**src/rtl/dsc_pkg.sv**
```systemverilog
package dsc_pkg;
   parameter int unsigned DSC_CONV_W   = 10;
   parameter int unsigned DSC_DLY_W    = 16;
   parameter int unsigned DSC_OVS_LOG2 = 8;

   typedef enum logic [1:0] {
      SLEW_HOLD = 2'd0,
      SLEW_UP   = 2'd1,
      SLEW_DOWN = 2'd2
   } slew_dir_e;
endpackage

```
**src/rtl/dsc_ovs_acc.sv**
```systemverilog
module dsc_ovs_acc #(
   parameter int unsigned CONV_W   = dsc_pkg::DSC_CONV_W,
   parameter int unsigned OVS_LOG2 = dsc_pkg::DSC_OVS_LOG2,
   parameter int unsigned SHIFT    = 2,
   parameter int unsigned OUT_W    = dsc_pkg::DSC_DLY_W
) (
   input  logic              clk,
   input  logic              rst_n,
   input  logic              conv_vld,
   input  logic [CONV_W-1:0] conv_data,
   output logic              avg_vld,
   output logic [OUT_W-1:0]  avg_val
);
   localparam int unsigned ACC_W = CONV_W + OVS_LOG2;

   if (OVS_LOG2 < 1) begin : g_bad_ovs
      $error("dsc_ovs_acc: OVS_LOG2 must be at least 1");
   end
   if (ACC_W - SHIFT > OUT_W) begin : g_bad_width
      $error("dsc_ovs_acc: scaled sum does not fit OUT_W");
   end

   logic [ACC_W-1:0]    acc_q;
   logic [ACC_W-1:0]    acc_nxt;
   logic [OVS_LOG2-1:0] cnt_q;
   logic                grp_last;

   assign acc_nxt  = acc_q + ACC_W'(conv_data);
   assign grp_last = conv_vld && (cnt_q == '1);

   // sum one group, hand the scaled result on, restart from zero
   always_ff @(posedge clk) begin
      if (!rst_n) begin
         acc_q   <= '0;
         cnt_q   <= '0;
         avg_vld <= 1'b0;
         avg_val <= '0;
      end else begin
         avg_vld <= grp_last;
         if (conv_vld) begin
            if (grp_last) begin
               acc_q   <= '0;
               cnt_q   <= '0;
               avg_val <= OUT_W'(acc_nxt >> SHIFT);
            end else begin
               acc_q <= acc_nxt;
               cnt_q <= cnt_q + 1'b1;
            end
         end
      end
   end
endmodule

```
**src/rtl/dsc_deadband.sv**
```systemverilog
module dsc_deadband #(
   parameter int unsigned W        = dsc_pkg::DSC_DLY_W,
   parameter int unsigned DEADBAND = 16'h0040,
   parameter bit          FORCE_EVEN = 1'b1
) (
   input  logic         clk,
   input  logic         rst_n,
   input  logic         avg_vld,
   input  logic [W-1:0] avg_val,
   output logic [W-1:0] tgt
);
   if (DEADBAND >= (1 << W)) begin : g_bad_db
      $error("dsc_deadband: DEADBAND exceeds value range");
   end

   logic signed [W:0] diff;
   logic        [W:0] mag;
   logic              accept;
   logic [W-1:0]      tgt_new;

   // one extra bit so the magnitude never wraps
   assign diff   = $signed({1'b0, avg_val}) - $signed({1'b0, tgt});
   assign mag    = diff[W] ? (W+1)'(-diff) : (W+1)'(diff);
   assign accept = (mag >= (W+1)'(DEADBAND));

   // variant choice for the stored least significant bit
   if (FORCE_EVEN) begin : g_even
      assign tgt_new = {avg_val[W-1:1], 1'b0};
   end else begin : g_raw
      assign tgt_new = avg_val;
   end


   always_ff @(posedge clk) begin
      if (!rst_n) begin
         tgt <= '0;
      end else if (avg_vld && accept) begin
         tgt <= tgt_new;
      end
   end
endmodule

```
**src/rtl/dsc_slew.sv**
```systemverilog
module dsc_slew #(
   parameter int unsigned W       = dsc_pkg::DSC_DLY_W,
   parameter int unsigned STEP_UP = 2,
   parameter int unsigned STEP_DN = 1
) (
   input  logic         clk,
   input  logic         rst_n,
   input  logic         smp_stb,
   input  logic [W-1:0] tgt,
   output logic [W-1:0] cur
);
   import dsc_pkg::*;

   if (STEP_UP < 1 || STEP_DN < 1) begin : g_bad_step
      $error("dsc_slew: steps must be non-zero");
   end

   slew_dir_e dir;

   always_comb begin
      if (cur < tgt)      dir = SLEW_UP;
      else if (cur > tgt) dir = SLEW_DOWN;
      else                dir = SLEW_HOLD;
   end


   always_ff @(posedge clk) begin
      if (!rst_n) begin
         cur <= '0;
      end else if (smp_stb) begin
         case (dir)
            SLEW_UP:   cur <= cur + W'(STEP_UP);
            SLEW_DOWN: cur <= cur - W'(STEP_DN);
            default:   cur <= cur;
         endcase
      end
   end
endmodule

```
**src/rtl/dsc_rdaddr.sv**
```systemverilog
module dsc_rdaddr #(
   parameter int unsigned ADDR_W     = 16,
   parameter int unsigned DLY_W      = dsc_pkg::DSC_DLY_W,
   parameter int unsigned REGION_OFS = 256
) (
   input  logic [ADDR_W-1:0] wr_addr,
   input  logic [DLY_W-1:0]  dly,
   output logic [ADDR_W-1:0] rd_addr
);
   if (DLY_W > ADDR_W) begin : g_bad_addr
      $error("dsc_rdaddr: delay wider than address");
   end

   // modulo 2^ADDR_W arithmetic
   if (REGION_OFS == 0) begin : g_no_ofs
      assign rd_addr = wr_addr - ADDR_W'(dly);
   end else begin : g_ofs
      assign rd_addr = wr_addr - ADDR_W'(REGION_OFS) - ADDR_W'(dly);
   end
endmodule

```
**src/rtl/dly_slew_ctrl.sv**
```systemverilog
module dly_slew_ctrl #(
   parameter int unsigned CONV_W     = dsc_pkg::DSC_CONV_W,
   parameter int unsigned OVS_LOG2   = dsc_pkg::DSC_OVS_LOG2,
   parameter int unsigned SHIFT      = 2,
   parameter int unsigned DLY_W      = dsc_pkg::DSC_DLY_W,
   parameter int unsigned ADDR_W     = 16,
   parameter int unsigned DEADBAND   = 16'h0040,
   parameter bit          FORCE_EVEN = 1'b1,
   parameter int unsigned STEP_UP    = 2,
   parameter int unsigned STEP_DN    = 1,
   parameter int unsigned REGION_OFS = 256
) (
   input  logic              clk,
   input  logic              rst_n,
   input  logic              conv_vld,
   input  logic [CONV_W-1:0] conv_data,
   input  logic              smp_stb,
   input  logic [ADDR_W-1:0] wr_addr,
   output logic [DLY_W-1:0]  delay_out,
   output logic [ADDR_W-1:0] rd_addr
);
   logic             avg_vld;
   logic [DLY_W-1:0] avg_val;
   logic [DLY_W-1:0] tgt_q;

   dsc_ovs_acc #(
      .CONV_W(CONV_W), .OVS_LOG2(OVS_LOG2), .SHIFT(SHIFT), .OUT_W(DLY_W)
   ) u_acc (
      .clk(clk), .rst_n(rst_n), .conv_vld(conv_vld), .conv_data(conv_data),
      .avg_vld(avg_vld), .avg_val(avg_val)
   );

   dsc_deadband #(
      .W(DLY_W), .DEADBAND(DEADBAND), .FORCE_EVEN(FORCE_EVEN)
   ) u_db (
      .clk(clk), .rst_n(rst_n), .avg_vld(avg_vld), .avg_val(avg_val), .tgt(tgt_q)
   );

   dsc_slew #(
      .W(DLY_W), .STEP_UP(STEP_UP), .STEP_DN(STEP_DN)
   ) u_slew (
      .clk(clk), .rst_n(rst_n), .smp_stb(smp_stb), .tgt(tgt_q), .cur(delay_out)
   );

   dsc_rdaddr #(
      .ADDR_W(ADDR_W), .DLY_W(DLY_W), .REGION_OFS(REGION_OFS)
   ) u_rd (
      .wr_addr(wr_addr), .dly(delay_out), .rd_addr(rd_addr)
   );
endmodule

```
**config.mk**
```make
export PLATFORM = sky130hd
export DESIGN_NAME = dly_slew_ctrl
export DESIGN_NICKNAME = d
export VERILOG_FILES = /design/src/rtl/dsc_pkg.sv /design/src/rtl/dsc_ovs_acc.sv /design/src/rtl/dsc_deadband.sv /design/src/rtl/dsc_slew.sv /design/src/rtl/dsc_rdaddr.sv /design/src/rtl/dly_slew_ctrl.sv
export SDC_FILE = /design/constraint.sdc
export NUM_CORES = 1
export LEC_CHECK = 0
export ABC_AREA = 1
export CORE_UTILIZATION = 33
export DETAILED_ROUTE_END_ITERATION = 10
export DONT_BUFFER_PORTS = 1
export PLACE_DENSITY = 0.56
export SYNTH_ARGS = -nofsm -noshare
export SYNTH_HDL_FRONTEND = slang
export SYNTH_SLANG_ARGS = --single-unit
```
**constraint.sdc**
```tcl
create_clock -name clk -period 2.5 [get_ports clk]
set_input_delay 0 -clock clk [delete_from_list [all_inputs] [get_ports clk]]
set_output_delay 0 -clock clk [all_outputs]
set_load 0.01 [all_outputs]
```
Word-level counts from Yosys, hierarchy flattened
Cells that the tools add are included.
{"block": "word_totals", "regBits": 74, "latch_bits": 0, "mem_bits_rw": 0, "mem_bits_ro": 0, "input_bits": 30, "memories": 0}
{"block": "op_classes", "addsub": 8, "n_mul": 0, "n_div": 0, "n_lt_le_gt_ge": 3, "eq_ne": 3, "n_shift": 0, "n_mux": 6, "n_bitwise": 0, "reduce_logical": 5}
{"cell": "16-bit case mux with 2 select lines", "n": 1}
{"cell": "18-bit by 10-bit adder with 18-bit output", "n": 1}
{"cell": "18-bit 2-to-1 mux", "n": 1}
{"cell": "17-bit by 7-bit greater-or-equal comparator with 1-bit output (second input constant)", "n": 1}
{"cell": "17-bit 2-to-1 mux", "n": 1}
{"cell": "17-bit negation", "n": 1}
{"cell": "16-bit by 16-bit subtractor with 17-bit output", "n": 1}
{"cell": "16-bit by 2-bit adder with 16-bit output (second input constant)", "n": 1}
{"cell": "16-bit greater-than comparator", "n": 1}
{"cell": "16-bit less-than comparator", "n": 1}
{"cell": "16-bit by 1-bit subtractor with 16-bit output (second input constant)", "n": 1}
{"cell": "16-bit subtractor", "n": 1}
{"cell": "16-bit by 9-bit subtractor with 16-bit output (second input constant)", "n": 1}
{"cell": "8-bit by 1-bit adder with 8-bit output (second input constant)", "n": 1}
{"cell": "8-bit == test (second input constant)", "n": 1}
{"cell": "8-bit 2-to-1 mux", "n": 1}
{"cell": "2-bit 2-to-1 mux", "n": 2}
{"cell": "2-bit AND reduction", "n": 2}
{"cell": "2-bit by 1-bit == test with 1-bit output (second input constant)", "n": 1}
{"cell": "2-bit == test (second input constant)", "n": 1}
{"cell": "1-bit logical AND", "n": 2}
{"cell": "2-bit nonzero test", "n": 1}

Longest topological paths before layout
Gate-level depths: netlist (run 1).
{"block": "depth", "word_depth": 6, "mapped_depth": 23, "mapped_depth_nobuf": 22}

Hierarchy
From an unflattened synthesis (run 1), not the netlist that was laid out.
{"block": "unflattened", "cells_unflattened": 1240, "area_unflattened_um2": 7598.5}
{"module": "dsc_ovs_acc", "instances": 1, "cells_per_inst": 338, "area_per_inst_um2": 2373.5, "seq_area_each_um2": 860.8}
{"module": "dsc_deadband", "instances": 1, "cells_per_inst": 380, "area_per_inst_um2": 2122.0, "seq_area_each_um2": 300.3}
{"module": "dsc_slew", "instances": 1, "cells_per_inst": 317, "area_per_inst_um2": 1938.1, "seq_area_each_um2": 320.3}
{"module": "dsc_rdaddr", "instances": 1, "cells_per_inst": 205, "area_per_inst_um2": 1164.9, "seq_area_each_um2": 0.0}

Least setup slack after synthesis (run 1)
OpenSTA, ideal clock, no wires.
{"block": "synth_timing", "path_type": "register to register", "start": "register u_acc.avg_val[1]", "end": "register u_db.tgt[10]", "setup_ns": 0.114, "arrival_time_ns": 2.490, "required_time_ns": 2.386, "slack_ns": -0.104, "stages_incl_launch_ff": 22, "synth_period_minus_slack_ns": 2.604, "cell_sequence": "dfxtp_1 -> inv_1 -> ha_1 -> inv_1 -> fa_1 -> nor2_1 -> nand2_1 -> nor2_1 -> nand3_1 -> nor2_2 -> nand3_2 -> nor2_4 -> nand3_2 -> nand2_2 -> nand2_1 -> nand2_1 -> inv_1 -> nor2_4 -> nand3_2 -> buf_6 -> a21oi_2 -> nor2_1"}
{"block": "synth_between", "elab_chain_len": 5}
{"element": "start, declared", "line_no": "dsc_ovs_acc.sv:12", "text": "output logic [OUT_W-1:0] avg_val"}
{"element": "start signal, assigned", "line_no": "dsc_ovs_acc.sv:44", "text": "avg_val <= OUT_W'(acc_nxt >> SHIFT);"}
{"element": "16-bit by 16-bit subtractor with 17-bit output (*)", "line_no": "dsc_deadband.sv:22", "text": "assign diff = $signed({1'b0, avg_val}) - $signed({1'b0, tgt});"}
{"element": "17-bit negation", "line_no": "dsc_deadband.sv:23", "text": "assign mag = diff[W] ? (W+1)'(-diff) : (W+1)'(diff);"}
{"element": "17-bit 2-to-1 mux (*)", "line_no": "dsc_deadband.sv:23"}
{"element": "17-bit by 7-bit greater-or-equal comparator with 1-bit output (*)", "line_no": "dsc_deadband.sv:24", "text": "assign accept = (mag >= (W+1)'(DEADBAND));"}
{"element": "1-bit logical AND (*)", "line_no": "dsc_deadband.sv:37", "text": "end else if (avg_vld && accept) begin"}
{"element": "end signal, assigned", "line_no": "dsc_deadband.sv:38", "text": "tgt <= tgt_new;"}
{"element": "end, declared", "line_no": "dsc_deadband.sv:10", "text": "output logic [W-1:0] tgt"}
Mark *: on every way between the ends. The rest lies on a longest branch, timed or not.
A chain may end at the register's enable or synchronous reset.

Worst setup path in the final report (run 1)
{"block": "layout_timing", "start": "register u_acc.avg_val[1]", "end": "register u_db.tgt[12]"}
The elaborated chain is that of the path after synthesis.

==> results.ini, run 1 <==
[outcome]
status=finished, violations left
violations=negative setup slack

[floorplanning]
die_h_um=142.8
core_um2=19460
initial_core_util_pct=33.59
dieArea_um2=20380
rows=51
pin_count=62
die_width_um=142.8

[routing]
viasPerCell=4.677
drt-total-wl_um=16940
drcViolationCount=0
wl_per_cell_um=12.50
postRouteAntennaNets=0
first_pass_iters=4
vias=6337
drt-initial-drc-count=312

[finish]
instances_no_fill=1355
diodes=0
mostFrequentLayoutCell=nand2_1
fin_nets=1192
utilization_pct=42.31
syn2layout_area_growth_pct=25.97
drive_gt1_share_pct=22.84
layout_common_cells=nand2_1, inv_1, buf_4, nor2_1, dfxtp_1

[synth]
synthXorXnorAreaFrac_pct=4.555
synth_compound_area_share_pct=13.53
synth_top_family_by_area=simple AND/OR/NAND/NOR gates
synthArstFlopShare_pct=0
synth_cell_types=44
yosysSeqAreaShare_pct=22.66
synth-edff-count=0
syn_avg_cell_area_um2=6.651
netlist_instances=983
yosys.area_share.simple_pct=32.40
synth-adder-area-share_pct=15.08
yosys_warnings=0
synth_area_um2=6538
muxShareOfSynthArea_pct=0
ys_ff_latch=74
synth_fp_nets=1090
synth-main-ff-cell=dfxtp_1

[sta]
tightest_slew_ns=0.7284
final_max_slew_viol_count=0
holdWs_ns=0.02251
rsz0062_at_grt=true
hold_violations=0
setup_viol=17
post-route-min-period_ns=2.793
fin_ws_ns=-0.2929
finalCritPeriodShare_pct=111.7
relSlewSlack_pct=51.38
maxClockFrequency_mhz=358.0
finalClockSkew_ns=0.006036

[clock_tree]
cts_tree=done
clk_latency_ns=0.34
htreeDepth=3
cts_made_buffers=9
root_buffer=clkbuf_16
path_clk_slew_ns=0.06
cts_sinks=74
cts_max_path_buffers=2

[placement]
dp.cells=1323
place_congestion=0.8604
io_buffers=0
hpwl_um=12900

[worst_setup_path]
startpoint=u_acc.avg_val[1]
critPathKind=flop to flop
cp-end-kind=flop
required_ns=2.78
cp_max_fo=8
worstPathArrival_ns=3.07
r2r-start=u_acc.avg_val[1]
crit_path_start_kind=flop

[global_routing]
first_global_vias=6012
gr-usage-all-layers_pct=17.32
grt_max_degree=32
grt_antenna_before_repair=0
overflow=0
grt_pass1_wl_um=28010

[min_path]
hold_start=rst_n
holdCritPathClass=input pin to flop

[power]
p_leak_nw=3.979
power.total_mw=6.356
peakVddDrop_mv=0.5748
powerDensity_nw_per_um2=771.8

[flow_run]
drv_cap=0

[synthesized netlist by cell type (all sizes together), types with 2 or more instances]
library cell | instances | area [um^2]
nand2 | 251 | 984.7
inv | 164 | 615.6
nor2 | 96 | 397.9
nand3 | 81 | 523.0
a21oi | 76 | 447.9
dfxtp | 74 | 1481
ha | 74 | 925.9
o21ai | 41 | 205.2
xor2 | 25 | 219.0
nand4 | 13 | 81.33
nor3 | 13 | 65.06
clkbuf | 11 | 41.29
buf | 10 | 105.1
xnor2 | 9 | 78.83
o211ai | 5 | 37.54
a211oi | 3 | 22.52
fa | 3 | 60.06
nor4 | 3 | 18.77
o21bai | 3 | 22.52
o221ai | 3 | 26.28
o22ai | 3 | 18.77
a21boi | 2 | 15.01
a2bb2oi | 2 | 17.52
a31oi | 2 | 12.51
and2 | 2 | 12.51
clkinv | 2 | 7.510
nand3b | 2 | 15.01
o2111ai | 2 | 17.52
o21a | 2 | 15.01
or2 | 2 | 12.51
[logic make-up (layout without fill, tap and decap cells)]
| logic type | Yosys count | count (layout) |
|---|---|---|
| xor gates and xnor gates | 34 | 34 |
| buffers and inverters | 187 | 294 |
| and+or+nand+nor | 464 | 464 |
| DFF | 74 | 74 |
| adders and majority gates | 77 | 77 |
| AOI/OAI and AO/OA | 147 | 147 |
[final timing paths]
path	endpoint	slack, ns	cells past startpoint
max	u_db.tgt[12]	-0.29	22
min	u_acc.cnt_q[7]	0.02	3
max reg2reg	u_db.tgt[12]	-0.29	22
min reg2reg	u_acc.cnt_q[5]	0.45	1
[critical path, cell delays in order (launching register included)]
cell,delay [ns]
dfxtp_2,0.32
inv_2,0.04
ha_4,0.15
inv_4,0.05
fa_2,0.41
nor2_1,0.10
nand2_1,0.07
nor2_2,0.11
nand3_1,0.09
nor2_2,0.12
nand3_2,0.12
nor2_4,0.15
nand3_2,0.09
nand2_2,0.09
nand2_1,0.05
nand2_1,0.06
inv_2,0.04
nor2_4,0.09
nand3_4,0.13
clkbuf_16,0.21
nand3_2,0.06
nand2_1,0.06
nor2_1,0.10
[power by group]
group	switching (mW)	total [mW]	internal, mW
Combinational	2.04	3.53	1.49
Sequential	0.0701	1.36	1.29
Clock	0.537	1.47	0.934
[state kept, by name, indices dropped and copies added (netlist names)]
| signal | cells |
|---|---|
| u_db.tgt | 15 |
| u_acc.acc_q | 18 |
| u_acc.cnt_q | 8 |
| u_acc.avg_val | 16 |
| u_acc.avg_vld | 1 |
| u_slew.cur | 16 |
[layer usage]
metal,part of all wire [%],vias to the layer above,track usage (%)
met4,0.73,0,3.452
li1,-,3379,-
met5,0,-,0
met1,46,2858,20.84
met2,49,89,30.73
met3,4.5,11,4.661
[metrics by stage]
| stage | TNS (ns) | area (um^2) | setup slack [ns] |
|---|---|---|---|
| finish | -4.308 | 8235 | -0.2929 |
| global route | -8.520 | 8235 | -0.5457 |
| CTS | -4.086 | 8084 | -0.2616 |
| detailed placement | -3.783 | 7480 | -0.2476 |
| global placement | -2.610 | 7480 | -0.1724 |
| floorplan | -0.3583 | 6561 | -0.02505 |
[cell type report]
class / instances / area (um^2)
tap: 265 / 331.6
timing repair buffer: 112 / 910.9
clock buffer: 11 / 252.7
inverter: 166 / 625.6
sequential: 74 / 1489
fill: 2026 / 11230
multi-input combinational: 722 / 4541
clock inverter: 5 / 85.08
[timing repair]
action                                  CTS  global route
pin swaps                                11            20
buffers inserted                          5             5
gates cloned                              0             2
hold endpoints to repair                 39             0
endpoints found under the setup margin   23            46
hold buffers                              6             0
resized for setup                        31            36
(Power assumes the default switching activity.)
==> run 2: changes to the inputs <==
--- a/config.mk
+++ b/config.mk
@@ -12,4 +12,5 @@
 export PLACE_DENSITY = 0.56
 export SYNTH_ARGS = -nofsm -noshare
 export SYNTH_HDL_FRONTEND = slang
+export SYNTH_HIERARCHICAL = 1
 export SYNTH_SLANG_ARGS = --single-unit
==> results.ini, run 2 <==
[outcome]
status=finished, violations left
violations=negative setup slack

[synth]
synth_cell_types=52  ; +18%
synthArstFlopShare_pct=0  ; unchanged
synth_area_um2=7599  ; +16%
synth_fp_nets=1348  ; +24%
synth-main-ff-cell=dfxtp_1
yosysTopAreaCell=dfxtp_1
syn_avg_cell_area_um2=6.128  ; -7.9%
synth_top_area_share_pct=19.50  ; -3.2 points
netlist_instances=1240  ; +26%
synth_common_cells=nand2_1, inv_1, nor2_1
yosysSeqAreaShare_pct=19.50  ; -3.2 points
yosys_warnings=6  ; +6
ys_ff_latch=74  ; unchanged
post-synth-top-count-cell=nand2_1
synth_area_leaders=dfxtp_1, nand2_1, ha_1
synth-edff-count=0  ; unchanged

[floorplanning]
dieArea_um2=23640  ; +16%
initial_core_util_pct=33.56  ; about the same
die_width_um=153.7  ; +7.7%
die_h_um=153.7  ; +7.7%
core_um2=22640  ; +16%
pin_count=62  ; unchanged
rows=55  ; +7.8%

[routing]
wl_per_cell_um=11.78  ; -5.8%
postRouteAntennaNets=0  ; unchanged
first_pass_iters=5  ; +1
vias=7402  ; +17%
drt-total-wl_um=18910  ; +12%
viasPerCell=4.612  ; -1.4%
drcViolationCount=0  ; unchanged
drt-initial-drc-count=324  ; +3.8%

[clock_tree]
cts_sinks=74  ; unchanged
cts_max_path_buffers=2  ; unchanged
cts_tree=done
root_buffer=clkbuf_16
cts_setup_buffers=0  ; -5
path_clk_slew_ns=0.06  ; about the same
htreeDepth=3  ; unchanged
clk_latency_ns=0.35  ; about the same
cts_made_buffers=9  ; unchanged

[min_path]
holdCritPathClass=input pin to flop

[sta]
post-route-min-period_ns=2.746  ; -0.04736 ns
finalClockSkew_ns=0.009463  ; +0.003427 ns
hold_violations=0  ; unchanged
final_max_slew_viol_count=0  ; unchanged
fin_ws_ns=-0.2456  ; +0.04736 ns
relSlewSlack_pct=60.77  ; +9.4 points
maxClockFrequency_mhz=364.2  ; +1.7%
finalCritPeriodShare_pct=109.8  ; -1.9 points
setup_viol=15  ; -2
tightest_slew_ns=0.5878  ; -0.1406 ns
rsz0062_at_grt=true

[finish]
drive_gt1_share_pct=15.45  ; -7.4 points
top_register=u_acc/acc_q
utilization_pct=39.12  ; -3.2 points
syn2layout_area_growth_pct=16.57
mostFrequentLayoutCell=nand2_1
reg_top3=u_acc/acc_q x18, u_acc/avg_val x16, u_slew/cur x16
layout_common_cells=nand2_1, inv_1, nor2_1, nand3_1, buf_4
fin_nets=1423  ; +19%
diodes=0  ; unchanged
largest_register_ffs=18  ; unchanged
fillers=2390  ; +18%
instances_no_fill=1605  ; +18%

[placement]
hpwl_um=15090  ; +17%
io_buffers=0  ; unchanged
place_congestion=0.8346  ; -3.0%
pre_cts_ws_ns=-0.3015  ; -0.05390 ns
dp.cells=1583  ; +20%

[power]
p_leak_nw=4.603  ; +16%
power.total_mw=8.242  ; +30%
peakVddDrop_mv=0.7328  ; +27%
powerDensity_nw_per_um2=930.5  ; +21%

[worst_setup_path]
path_cells=inv_2, ha_4, inv_2, fa_2, nor2_1, nand2_1, nor2_2, nand3_2, nor2_4, nand3_4, nor2_4, nand4_1, a21oi_1, nor2_2, nand3_2, buf_12, nand3_1, nand2_1, nor2_1
required_ns=2.75  ; -0.03 ns
worstPathArrival_ns=2.99  ; -0.08 ns
cp_max_fo=30  ; +22
critPathKind=flop to flop
critPathSlowestCell=fa_2
slowest_delay_ns=0.42  ; about the same
cp-end-kind=flop
crit_path_start_kind=flop

[global_routing]
grt_pass1_wl_um=32330  ; +15%
gr-usage-all-layers_pct=16.67  ; -0.64 points
first_global_vias=6933  ; +15%
grt_max_degree=31  ; -3.1%
overflow=0  ; unchanged
grt_antenna_before_repair=0  ; unchanged

[flow_run]
drv_cap=0  ; unchanged

## run 2: changes by cell type after synthesis, sizes merged, moves of 4 or more
cell,previous run,this run
clkbuf,11,7
nand3,81,117
nor2,96,116
buf,10,16
o211ai,5,0
a21oi,76,82
xor2,25,31
o21ai,41,23
inv,164,225
nand2,251,412
## run 2: kinds of logic after synthesis
| family | after synthesis | synth area share (%) |
|---|---|---|
| buf+inv | 249 | 13.54 |
| simple gates | 682 | 40.56 |
| flops | 74 | 19.50 |
| other cells | 1 | 0.04935 |
| xor+xnor | 37 | 4.265 |
| compound gates | 119 | 8.958 |
| fa+ha+maj | 78 | 13.14 |
## run 2: worst max-delay path: cells and delay by family (launching register included)
| family | cells | cell delay, ns |
|---|---|---|
| simple gates | 13 | 1.24 |
| flops | 1 | 0.33 |
| fa+ha+maj | 2 | 0.56 |
| compound gates | 1 | 0.18 |
| buf+inv | 3 | 0.31 |
## run 2: stage by stage
stage / cell area, um^2 / TNS [ns] / hold slack [ns]
floorplan: 7671 / -1.368 / 0.09461
global placement: 8469 / -3.361 / 0.09767
detailed placement: 8469 / -4.085 / 0.1005
CTS: 8840 / -3.656 / 0.08859
global route: 8857 / -7.381 / 0.1463
finish: 8857 / -3.443 / 0.09779
## run 2: power by group
| group | internal [mW] | switching (mW) |
|---|---|---|
| Combinational | 1.82 | 3.70 |
| Sequential | 1.32 | 0.100 |
| Clock | 0.774 | 0.521 |
| Total | 3.92 | 4.32 |
## run 2: worst paths after layout
path | start | endpoint | slack (ns) | cells after the start
worst max-delay path | u_acc/avg_val[1] | u_db/tgt[4] | -0.25 | 19
worst min-delay path | rst_n | u_acc/acc_q[4] | 0.1 | 2
worst max register to register | u_acc/avg_val[1] | u_db/tgt[4] | -0.25 | 19
worst min register to register | u_acc/acc_q[7] | u_acc/acc_q[7] | 0.47 | 2
## run 2: timing repair
| item | 4_1_cts | 5_1_grt |
|---|---|---|
| endpoints found under the setup margin | 15 | 18 |
| endpoints found under the hold margin | 52 | 0 |
| hold buffers | 6 | 0 |
| resized for setup | 1 | 7 |
| pin swaps | 2 | 2 |
## run 2: routing by layer
layer,up-vias,routed length (um),GRT usage [%]
met5,-,0,0
met4,0,210,3.762
met3,17,548,2.875
met2,93,8775,28.68
met1,3279,9373,21.62
li1,4013,-,-
## run 2: layout make-up
type | count | area [um^2] | area share, %
Clock buffer | 10 | 229.0 | 2.585
Clock inverter | 6 | 67.56 | 0.7628
Inverter | 226 | 855.8 | 9.662
Multi-Input combinational cell | 917 | 5171 | 58.38
Sequential cell | 74 | 1486 | 16.78
Tap cell | 285 | 356.6 | 4.026
Timing Repair Buffer | 87 | 690.7 | 7.798
==> run 3: changes to the inputs <==
--- a/config.mk
+++ b/config.mk
@@ -6,6 +6,7 @@
 export NUM_CORES = 1
 export LEC_CHECK = 0
 export ABC_AREA = 1
+export CORE_MARGIN = 1.5
 export CORE_UTILIZATION = 33
 export DETAILED_ROUTE_END_ITERATION = 10
 export DONT_BUFFER_PORTS = 1
==> results.ini, run 3 (synthesis results as in run 2) <==
[sta]
rsz0062_at_grt=true
finalCritPeriodShare_pct=109.4  ; -0.40 points
setup_viol=15  ; unchanged
final_max_slew_viol_count=0  ; unchanged
maxClockFrequency_mhz=365.5  ; +0.36%
finalClockSkew_ns=0.009969  ; +0.0005067 ns
fin_ws_ns=-0.2356  ; +0.009910 ns
post-route-min-period_ns=2.736  ; -0.009910 ns
hold_violations=0  ; unchanged
holdWs_ns=0.01592  ; -0.08187 ns
finalSetupTns_ns=-3.159  ; +0.2847 ns

[worst_setup_path]
r2r-end=u_db/tgt[9]
crit_path_start_kind=flop
critPathSlowestCell=fa_2
required_ns=2.73  ; -0.02 ns
r2r_setup_slack_ns=-0.24  ; about the same
worstPathArrival_ns=2.97  ; -0.02 ns
critPathBufInv=3  ; unchanged
path_cells=inv_2, ha_4, inv_2, fa_2, nor2_1, nand2_1, nor2_2, nand3_2, nor2_4, nand3_4, nor2_4, nor2_1, nand2_1, nand2_1, nor2_1, nand2_1, nor2_2, nand3_2, buf_12, a21oi_1, nor2_1
worstRegToRegCells=21  ; +2
cp_max_fo=30  ; unchanged
critPathKind=flop to flop
slowest_delay_ns=0.41  ; about the same
cp-end-kind=flop
r2r-start=u_acc/avg_val[1]
cpLargestDelayFamily=simple AND/OR/NAND/NOR gates
crit_cells=21  ; +2

[finish]
mostFrequentLayoutCell=nand2_1
largest_register_ffs=18  ; unchanged
instances_no_fill=1606  ; +0.062%
reg_top3=u_acc/acc_q x18, u_acc/avg_val x16, u_slew/cur x16
top_register=u_acc/acc_q
syn2layout_area_growth_pct=17.31
layout_common_cells=nand2_1, inv_1, nor2_1, nand3_1, buf_4
design_area_um2=8914  ; +0.64%
diodes=0  ; unchanged
utilization_pct=39.37  ; +0.25 points
fin_nets=1424  ; +0.070%
drive_gt1_share_pct=15.59  ; +0.14 points

[floorplanning]
die_width_um=154.7  ; +0.65%
rows=55  ; unchanged
pin_count=62  ; unchanged
die_h_um=154.7  ; +0.65%
dieArea_um2=23940  ; +1.3%
core_um2=22640  ; unchanged
initial_core_util_pct=33.56  ; unchanged

[placement]
place_area_um2=8489  ; +0.24%
pre_cts_ws_ns=-0.2767  ; +0.02479 ns
place_congestion=0.8287  ; -0.71%
hpwl_um=15240  ; +0.99%
dp.cells=1584  ; +0.063%
io_buffers=0  ; unchanged

[clock_tree]
cts_made_buffers=9  ; unchanged
cts_max_path_buffers=2  ; unchanged
clk_latency_ns=0.34  ; about the same
cts_sinks=74  ; unchanged
cts_setup_buffers=0  ; unchanged
root_buffer=clkbuf_16
path_clk_slew_ns=0.06  ; about the same
htreeDepth=3  ; unchanged
cts_tree=done

[min_path]
holdCritPathClass=input pin to flop
hold_start=rst_n
whs_endpoint=u_acc/acc_q[17]
whs_path_depth=2  ; unchanged

[global_routing]
grt_antenna_before_repair=0  ; unchanged
overflow=0  ; unchanged
grt_pass1_wl_um=31680  ; -2.0%
gr-usage-all-layers_pct=16.13  ; -0.55 points
grt_max_degree=31  ; unchanged
first_global_vias=6756  ; -2.6%

[routing]
drt-total-wl_um=18860  ; -0.26%
postRouteAntennaNets=0  ; unchanged
vias=7381  ; -0.28%
viasPerCell=4.596  ; -0.35%
wl_per_cell_um=11.74  ; -0.33%
first_pass_iters=6  ; +1
drcViolationCount=0  ; unchanged
drt-initial-drc-count=352  ; +8.6%

[power]
p_leak_nw=4.637  ; +0.75%
powerDensity_nw_per_um2=961.7  ; +3.4%
power.total_mw=8.573  ; +4.0%
peakVddDrop_mv=0.9487  ; +29%

[outcome]
status=finished, violations left
violations=negative setup slack

[flow_run]
drv_cap=0  ; unchanged

-- run 3: cell type report --
cell class,count,area (um^2)
clock buffers,10,239.0
clock inverters,6,87.58
fillers,2436,13730
inverters,226,855.8
multi-input cells,917,5174
flip-flops and latches,74,1490
well taps,285,356.6
repair buffers,88,710.7
-- run 3: metal layers --
layer / global-route usage, % / share of wire [%] / up-vias
met3: 3.026 / 3.9 / 11
met2: 27.80 / 47 / 89
met1: 21.39 / 49 / 3260
met4: 2.106 / 0.66 / 0
met5: 0 / 0 / -
li1: - / - / 4021
-- run 3: power by group --
| part | internal, mW | switching, mW | total (mW) |
|---|---|---|---|
| logic | 2.00 | 3.71 | 5.71 |
| clock network | 0.902 | 0.517 | 1.42 |
| registers | 1.33 | 0.112 | 1.44 |
| total | 4.23 | 4.34 | 8.57 |
-- run 3: how the worst max path moves through the flow --
stage / start / to
floorplan: u_acc/avg_val[1] / u_db/tgt[12]
global placement: u_acc/avg_val[1] / u_db/tgt[9]
detailed placement: u_acc/avg_val[1] / u_db/tgt[9]
CTS: u_acc/avg_val[1] / u_db/tgt[10]
global route: u_acc/avg_val[1] / u_db/tgt[7]
finish: u_acc/avg_val[1] / u_db/tgt[9]
-- run 3: worst register-to-register path: stages, from the launching register on --
cell     delay (ns)
dfxtp_2        0.33
inv_2          0.05
ha_4           0.14
inv_2          0.05
fa_2           0.42
nor2_1         0.09
nand2_1        0.06
nor2_2         0.10
nand3_2        0.10
nor2_4         0.12
nand3_4        0.09
nor2_4         0.14
nor2_1         0.06
nand2_1        0.05
nand2_1        0.05
nor2_1         0.08
nand2_1        0.07
nor2_2         0.12
nand3_2        0.10
buf_12         0.18
a21oi_1        0.17
nor2_1         0.06
-- run 3: what timing repair did --
item                                    4_1_cts  5_1_grt
resized for setup                             0       10
hold endpoints to repair                     51        0
endpoints found under the setup margin       15       26
hold buffers                                  6        0
pin swaps                                     1        1
